`config.mk`:
```
export PLATFORM = sky130hd
export DESIGN_NAME = evt_ctr_bank
export DESIGN_NICKNAME = d
export VERILOG_FILES = /design/src/rtl/ecb_pkg.sv /design/src/rtl/ecb_evt_ctr.sv /design/src/rtl/ecb_cyc_ctr.sv /design/src/rtl/evt_ctr_bank.sv
export SDC_FILE = /design/constraint.sdc
export NUM_CORES = 2
export LEC_CHECK = 0
export ABC_CLOCK_PERIOD_IN_PS = 6950
export BUFFER_PORTS_ARGS = -buffer_cell sky130_fd_sc_hd__buf_2
export CAP_MARGIN = 20
export CORE_ASPECT_RATIO = 1.75
export CORE_MARGIN = 2
export CORE_UTILIZATION = 62
export DETAILED_ROUTE_END_ITERATION = 12
export GPL_TIMING_DRIVEN = 0
export PLACE_DENSITY = 0.91
export SYNTH_ARGS = -nofsm -noshare
export SYNTH_HDL_FRONTEND = slang
export SYNTH_HIERARCHICAL = 1
export SYNTH_SLANG_ARGS = --single-unit
```
`constraint.sdc`:
```
create_clock -name clk -period 6.95 [get_ports clk]
set_input_delay 0.3475 -clock clk [delete_from_list [all_inputs] [get_ports clk]]
set_output_delay 0.3475 -clock clk [all_outputs]
set_load 0.03 [all_outputs]
```
`src/rtl/ecb_pkg.sv`:
```
package ecb_pkg;
  localparam int unsigned IDX_W    = 5;
  localparam int unsigned CYC_IDX  = 31;
  localparam logic [15:0] EV_SWINC = 16'h0000;
  localparam logic [15:0] EV_CHAIN = 16'h001E;

  function automatic int unsigned evt_width(input bit ext);
    return ext ? 16 : 10;
  endfunction
endpackage

```
`src/rtl/ecb_evt_ctr.sv`:
```
module ecb_evt_ctr #(
  parameter int unsigned CW = 64,
  parameter int unsigned EW = 16
) (
  input  logic        clk,
  input  logic        rst,
  input  logic        glb_en,
  input  logic        ctr_en,
  input  logic        long_ovf,
  input  logic        acc32,
  input  logic        evt_valid,
  input  logic [15:0] evt_code,
  input  logic        sw_hit,
  input  logic        chain_in,
  input  logic        cnt_we,
  input  logic        typ_we,
  input  logic [63:0] wdata,
  output logic [63:0] cnt_q,
  output logic [15:0] typ_q,
  output logic        ovf_pulse,
  output logic        chain_out
);
  import ecb_pkg::*;

  logic [CW-1:0] cnt;
  logic [EW-1:0] typ;
  logic [CW-1:0] nxt;
  logic [63:0]   cur64, wv64;
  logic          is_sw, is_ch, hit, wrap;

  assign is_sw = (typ == EV_SWINC[EW-1:0]);
  assign is_ch = (typ == EV_CHAIN[EW-1:0]);
  assign hit   = glb_en & ctr_en &
                 ((evt_valid & ~is_sw & ~is_ch & (evt_code[EW-1:0] == typ)) |
                  (sw_hit & is_sw) | (chain_in & is_ch));
  assign nxt   = cnt + 1'b1;
  assign wrap  = long_ovf ? (nxt == '0) : (nxt[31:0] == 32'd0);

  assign ovf_pulse = hit & ~cnt_we & wrap;
  assign chain_out = ovf_pulse & ~long_ovf;

  assign cur64 = 64'(cnt);
  assign wv64  = {acc32 ? cur64[63:32] : wdata[63:32], wdata[31:0]};

  always_ff @(posedge clk) begin
    if (rst) begin
      cnt <= '0;
      typ <= '0;
    end else begin
      if (cnt_we)   cnt <= wv64[CW-1:0];
      else if (hit) cnt <= nxt;
      if (typ_we)   typ <= wdata[EW-1:0];
    end
  end

  assign cnt_q = 64'(cnt);
  assign typ_q = 16'(typ);

  logic unused_bits;
  assign unused_bits = ^{evt_code, wv64, wdata};

  // nothing moves while the bank is globally disabled
  p_hold_off_r2: assert property (@(posedge clk) disable iff (rst)
    (!glb_en && !cnt_we) |=> $stable(cnt));

  // without a write the counter moves by at most one
  p_step_one_r3: assert property (@(posedge clk) disable iff (rst)
    !cnt_we |=> ((cnt == $past(cnt)) || (cnt == CW'($past(cnt) + 1'b1))));

  generate
    if (CW == 64) begin : g_keep_hi
      // 32-bit access writes keep the upper half
      p_keep_hi_r9: assert property (@(posedge clk) disable iff (rst)
        (cnt_we && acc32) |=> (cnt[CW-1:32] == $past(cnt[CW-1:32])));
    end
  endgenerate
endmodule

```
`src/rtl/ecb_cyc_ctr.sv`:
```
module ecb_cyc_ctr (
  input  logic        clk,
  input  logic        rst,
  input  logic        glb_en,
  input  logic        ctr_en,
  input  logic        long_ovf,
  input  logic        cnt_we,
  input  logic [63:0] wdata,
  output logic [63:0] cnt_q,
  output logic        ovf_pulse
);
  logic [63:0] cnt, nxt;
  logic        run;

  assign run = glb_en & ctr_en;
  assign nxt = cnt + 64'd1;
  assign ovf_pulse = run & ~cnt_we &
                     (long_ovf ? (nxt == 64'd0) : (nxt[31:0] == 32'd0));

  always_ff @(posedge clk) begin
    if (rst)         cnt <= '0;
    else if (cnt_we) cnt <= wdata;
    else if (run)    cnt <= nxt;
  end

  assign cnt_q = cnt;

  // an enabled cycle counter steps every clock
  p_cyc_step_r5: assert property (@(posedge clk) disable iff (rst)
    (glb_en && ctr_en && !cnt_we) |=> (cnt == $past(cnt) + 64'd1));

  // the cycle counter is written in full
  p_cyc_write_r9: assert property (@(posedge clk) disable iff (rst)
    cnt_we |=> (cnt == $past(wdata)));
endmodule

```
`src/rtl/evt_ctr_bank.sv`:
```
module evt_ctr_bank #(
  parameter int unsigned NUM_EVT = 6,
  parameter bit          EXT_CNT = 1'b1
) (
  input  logic        clk,
  input  logic        rst,
  input  logic        glb_en,
  input  logic        long_evt_ovf,
  input  logic        long_cyc_ovf,
  input  logic        acc32_mode,
  input  logic [31:0] cnt_en,
  input  logic        evt_valid,
  input  logic [15:0] evt_code,
  input  logic        sw_we,
  input  logic [30:0] sw_mask,
  input  logic        reg_we,
  input  logic        reg_sel,
  input  logic [4:0]  reg_idx,
  input  logic [63:0] reg_wdata,
  output logic [63:0] reg_rdata,
  output logic [31:0] ovf_status
);
  import ecb_pkg::*;

  localparam int unsigned EW = evt_width(EXT_CNT);
  localparam int unsigned CW = EXT_CNT ? 64 : 32;

  logic        lp_eff;
  logic [63:0] cnt_q [NUM_EVT];
  logic [15:0] typ_q [NUM_EVT];
  logic [NUM_EVT-1:0] chain_out;
  logic [31:0] ovf_vec;
  logic [63:0] cyc_q;
  logic [63:0] rd_val;

  assign lp_eff = long_evt_ovf & EXT_CNT;

  genvar i;
  generate
    for (i = 0; i < NUM_EVT; i++) begin : g_ctr
      logic chain_in;
      if (i % 2 == 1) begin : g_odd
        assign chain_in = chain_out[i-1];
      end else begin : g_even
        assign chain_in = 1'b0;
      end
      ecb_evt_ctr #(.CW(CW), .EW(EW)) u_ctr (
        .clk       (clk),
        .rst       (rst),
        .glb_en    (glb_en),
        .ctr_en    (cnt_en[i]),
        .long_ovf  (lp_eff),
        .acc32     (acc32_mode),
        .evt_valid (evt_valid),
        .evt_code  (evt_code),
        .sw_hit    (sw_we & sw_mask[i]),
        .chain_in  (chain_in),
        .cnt_we    (reg_we & ~reg_sel & (reg_idx == IDX_W'(i))),
        .typ_we    (reg_we &  reg_sel & (reg_idx == IDX_W'(i))),
        .wdata     (reg_wdata),
        .cnt_q     (cnt_q[i]),
        .typ_q     (typ_q[i]),
        .ovf_pulse (ovf_vec[i]),
        .chain_out (chain_out[i])
      );
    end
    for (i = NUM_EVT; i < CYC_IDX; i++) begin : g_absent
      assign ovf_vec[i] = 1'b0;
    end
  endgenerate

  ecb_cyc_ctr u_cyc (
    .clk       (clk),
    .rst       (rst),
    .glb_en    (glb_en),
    .ctr_en    (cnt_en[CYC_IDX]),
    .long_ovf  (long_cyc_ovf),
    .cnt_we    (reg_we & ~reg_sel & (reg_idx == IDX_W'(CYC_IDX))),
    .wdata     (reg_wdata),
    .cnt_q     (cyc_q),
    .ovf_pulse (ovf_vec[CYC_IDX])
  );

  always_comb begin
    rd_val = '0;
    for (int k = 0; k < NUM_EVT; k++) begin
      if (reg_idx == IDX_W'(k)) rd_val = reg_sel ? 64'(typ_q[k]) : cnt_q[k];
    end
    if (reg_idx == IDX_W'(CYC_IDX) && !reg_sel) rd_val = cyc_q;
  end

  always_ff @(posedge clk) begin
    if (rst) begin
      reg_rdata  <= '0;
      ovf_status <= '0;
    end else begin
      reg_rdata  <= rd_val;
      ovf_status <= ovf_status | ovf_vec;
    end
  end

  logic unused_bits;
  assign unused_bits = ^{cnt_en, sw_mask};

  // status bits are sticky
  p_ovf_sticky_r4: assert property (@(posedge clk) disable iff (rst)
    1'b1 |=> ((ovf_status & $past(ovf_status)) == $past(ovf_status)));

  // long overflow mode never forwards a chain event
  p_no_chain_long_r7: assert property (@(posedge clk) disable iff (rst)
    lp_eff |-> (chain_out == '0));

  // absent indices never report overflow
  p_absent_quiet_r1: assert property (@(posedge clk) disable iff (rst)
    1'b1 |=> ((ovf_status[CYC_IDX-1:0] >> NUM_EVT) == '0));
endmodule

```
==> impl_metrics.json, run 1 <==
{
  "clk_path_buf_depth": 3,
  "grt_pass1_wl_um": 458000,
  "dieWidth_um": 211,
  "grt-ovfl-total": 1069,
  "ctsHoldBuffers": 0,
  "clock_sinks": 615,
  "placed_cell_area_um2": 48500,
  "post-dp-hpwl_um": 196000,
  "cts_root_buffer": "clkbuf_16",
  "yosysWarnings": 6,
  "grt_max_degree": 18,
  "io_buffers": 176,
  "cts_repair_resize_count": 0,
  "start_util_pct": 62.7,
  "syn-mean-instance-area_um2": 7.38,
  "gp_congestion": 1.27,
  "status": "aborted with a tool error",
  "dpl.cell_count": 7427,
  "rows": 132,
  "tool.error": "[ERROR GRT-0116] Global routing finished with congestion. Check the congestion regions in the DRC Viewer.",
  "haltStage": "global routing (5_1_grt)",
  "grt_util_all_layers_pct": 77.6,
  "io_pins": 254,
  "syn_inst": 6284,
  "first_global_vias": 62100,
  "cts-buffers-inserted": 60,
  "netlist_area_um2": 46400,
  "cts_post_setup_buffers_inserted": 0,
  "die_h_um": 366,
  "cts.htree.levels": 2
}
-- through the flow --
stage	utilization, %	setup slack [ns]	hold WS [ns]
after CTS	68.5	0.490	0.0290
after floorplan	-	2.66	0.445
after global placement	65.6	-0.0628	0.450
after detailed placement	65.6	-0.0955	0.457
-- per-layer routing --
metal | overflow | GRT usage [%]
met2 | 635 | 98.2
met3 | 22 | 58.9
met1 | 7 | 73.8
met4 | 401 | 85.5
met5 | 4 | 15.7
==> inputs of run 2 (changes only) <==
--- a/config.mk
+++ b/config.mk
@@ -8,12 +8,11 @@
 export ABC_CLOCK_PERIOD_IN_PS = 6950
 export BUFFER_PORTS_ARGS = -buffer_cell sky130_fd_sc_hd__buf_2
 export CAP_MARGIN = 20
-export CORE_ASPECT_RATIO = 1.75
 export CORE_MARGIN = 2
-export CORE_UTILIZATION = 62
+export CORE_UTILIZATION = 40
 export DETAILED_ROUTE_END_ITERATION = 12
 export GPL_TIMING_DRIVEN = 0
-export PLACE_DENSITY = 0.91
+export PLACE_DENSITY_LB_ADDON = 0.15
 export SYNTH_ARGS = -nofsm -noshare
 export SYNTH_HDL_FRONTEND = slang
 export SYNTH_HIERARCHICAL = 1
==> run 2 against run 1 <==
  * Synthesized cell count did not move
  * The run now ends clean
  * Area after synthesis is the same
==> impl_metrics.json, run 2 <==
{
  "worstSkewPairLatency_ns": 0.71,
  "post-dp-hpwl_um": 212000,
  "clock_sinks": 615,
  "fin_cells": 8179,
  "worst_slew_pin_slew_ns": 1.22,
  "vias": 53700,
  "gp_congestion": 1.02,
  "power_density_nw_per_um2": 169,
  "grt_max_degree": 15,
  "cp_max_fo": 10,
  "post_drt_wl_per_cell_um": 33.0,
  "syn_inst": 6284,
  "num-nets-final": 6748,
  "relSlewSlack_pct": 18.5,
  "wl_um": 270000,
  "crit_path_end_kind": "flop",
  "design.core.area_um2": 115000,
  "crit_chain": "ha_1 -> nand2_1 -> nor4_1 -> and2_1 -> buf_2 -> xnor2_1 -> nand2_1 -> nor3_1 -> nand4_1 -> or4_1 -> nor2_1 -> a22oi_1 -> nor3_1 -> a41o_1 -> clkbuf_1 -> clkbuf_1 -> nand3_1 -> xnor2_1 -> nor2_1 -> a21oi_1 -> nor2_1",
  "maxCapViolations": 0,
  "min_path_type": "in -> reg",
  "critical-path-top-delay-family": "simple AND/OR/NAND/NOR gates",
  "cts-buffers-inserted": 79,
  "path_buf_inv": 3,
  "syn-mean-instance-area_um2": 7.38,
  "drive_above_1_share_pct": 11.7,
  "vias_per_cell": 6.56,
  "cts_repair_resize_count": 0,
  "ctsHoldBuffers": 0,
  "total_power_mw": 8.83,
  "clockPowerShare_pct": 52.0,
  "pwr-share-seq_pct": 40.3,
  "p_sw_share_pct": 28.0,
  "cts_post_setup_buffers_inserted": 0,
  "post-route-min-period_ns": 6.80,
  "max_freq_ghz": 0.147,
  "dpl.cell_count": 8010,
  "ant_nets": 0,
  "area_growth_pct": 12.6,
  "comb_power_share_pct": 7.7,
  "vdd_drop_max_uv": 174,
  "start_util_pct": 40.4,
  "cts_tree": "done",
  "fin_crit_sh_pct": 97.9,
  "slew_viol_final": 0,
  "cp-start-kind": "flop",
  "cts_root_buffer": "clkbuf_16",
  "max_stage_delay_ns": 0.90,
  "grt_pass1_wl_um": 371000,
  "p_leak_nw": 17.9,
  "hold_viol": 0,
  "yosysWarnings": 6,
  "setup_viol": 0,
  "die_area_um2": 119000,
  "holdWs_ns": 0.123,
  "skew_ns": 0.0350,
  "grt-ovfl-total": 0,
  "crit_top_cell": "nor2_1",
  "internal_power_mw": 6.36,
  "io_pins": 254,
  "cp_slowest_cell": "nor4_1",
  "die_h_um": 344,
  "final_common_cell": "nor2_1",
  "largest_reg_flops": 384,
  "drt-pass1-iter-count": 8,
  "crit_arrival_ns": 7.36,
  "cts.htree.levels": 3,
  "critical_path_class": "reg -> reg",
  "clk_path_buf_depth": 3,
  "antenna_found_initial": 15,
  "first_global_vias": 48900,
  "p_switching_mw": 2.47,
  "netlist_area_um2": 46400,
  "rows": 124,
  "grt_util_all_layers_pct": 43.9,
  "cp.required_ns": 7.51,
  "status": "finished, final reports clean",
  "dieWidth_um": 344,
  "io_buffers": 176,
  "cts.reportedPaths.clkPinSlew_ns": 0.06,
  "drt_iter0_markers": 7307,
  "drc": 0,
  "rsz0062_at_grt": "false",
  "final_cell_mix": "nor2_1 (973), nand2_1 (618), dfxtp_1 (615)"
}
-- run 2: per-layer routing --
metal,share of wire (%),vias up,track usage [%]
met3,11,861,10.5
li1,-,23300,-
met5,0.014,-,0
met2,43,3561,67.9
met4,8.2,6,29.4
met1,38,25900,54.1
-- run 2: layout make-up --
class / count / area, um^2
fill: 11900 / 62400
clock inverter: 50 / 686
inverter: 67 / 251
multi-input combinational: 5093 / 31500
timing repair buffer: 191 / 988
sequential: 615 / 12300
buffer: 536 / 2390
antenna: 18 / 45.0
clock buffer: 97 / 2140
tap: 1512 / 1890
-- run 2: tightest hold or removal path: stages --
cell and delay (ns):
buf_2 0.23, nand2_1 0.12, a21oi_1 0.06
-- run 2: worst paths after layout --
check / start / to / slack [ns] / cells past startpoint
worst min register to register: ovf_status[2] / ovf_status[2] / 0.47 / 2
worst min-delay path: reg_wdata[19] / g_ctr[4].u_ctr/cnt_q[19] / 0.12 / 3
worst max-delay path: g_ctr[2].u_ctr/cnt_q[0] / g_ctr[3].u_ctr/cnt_q[26] / 0.15 / 21
worst max register to register: g_ctr[2].u_ctr/cnt_q[0] / g_ctr[3].u_ctr/cnt_q[26] / 0.15 / 21
-- run 2: power by group through the flow --
stage / clock network, mW / registers, mW / logic (mW)
global route: 4.75 / 3.56 / 0.677
detailed placement: 0 / 3.64 / 0.639
finish: 4.59 / 3.56 / 0.681
CTS: 4.61 / 3.56 / 0.641
global placement: 0 / 3.64 / 0.639
floorplan: 0 / 3.63 / 0.275
-- run 2: metrics by stage --
step | TNS [ns] | util [%] | cell area [um^2] | setup WS, ns
3_5_place_dp | -0.776 | 43.0 | 49300 | -0.147
5_1_grt | 0 | 45.5 | 52200 | 0.00328
2_1_floorplan | 0 | - | 46500 | 2.66
3_3_place_gp | -2.87 | 42.9 | 49200 | -0.267
4_1_cts | 0 | 45.5 | 52100 | 0.346
6_report | 0 | 45.5 | 52200 | 0.145
Power figures use the tool's default switching activity.
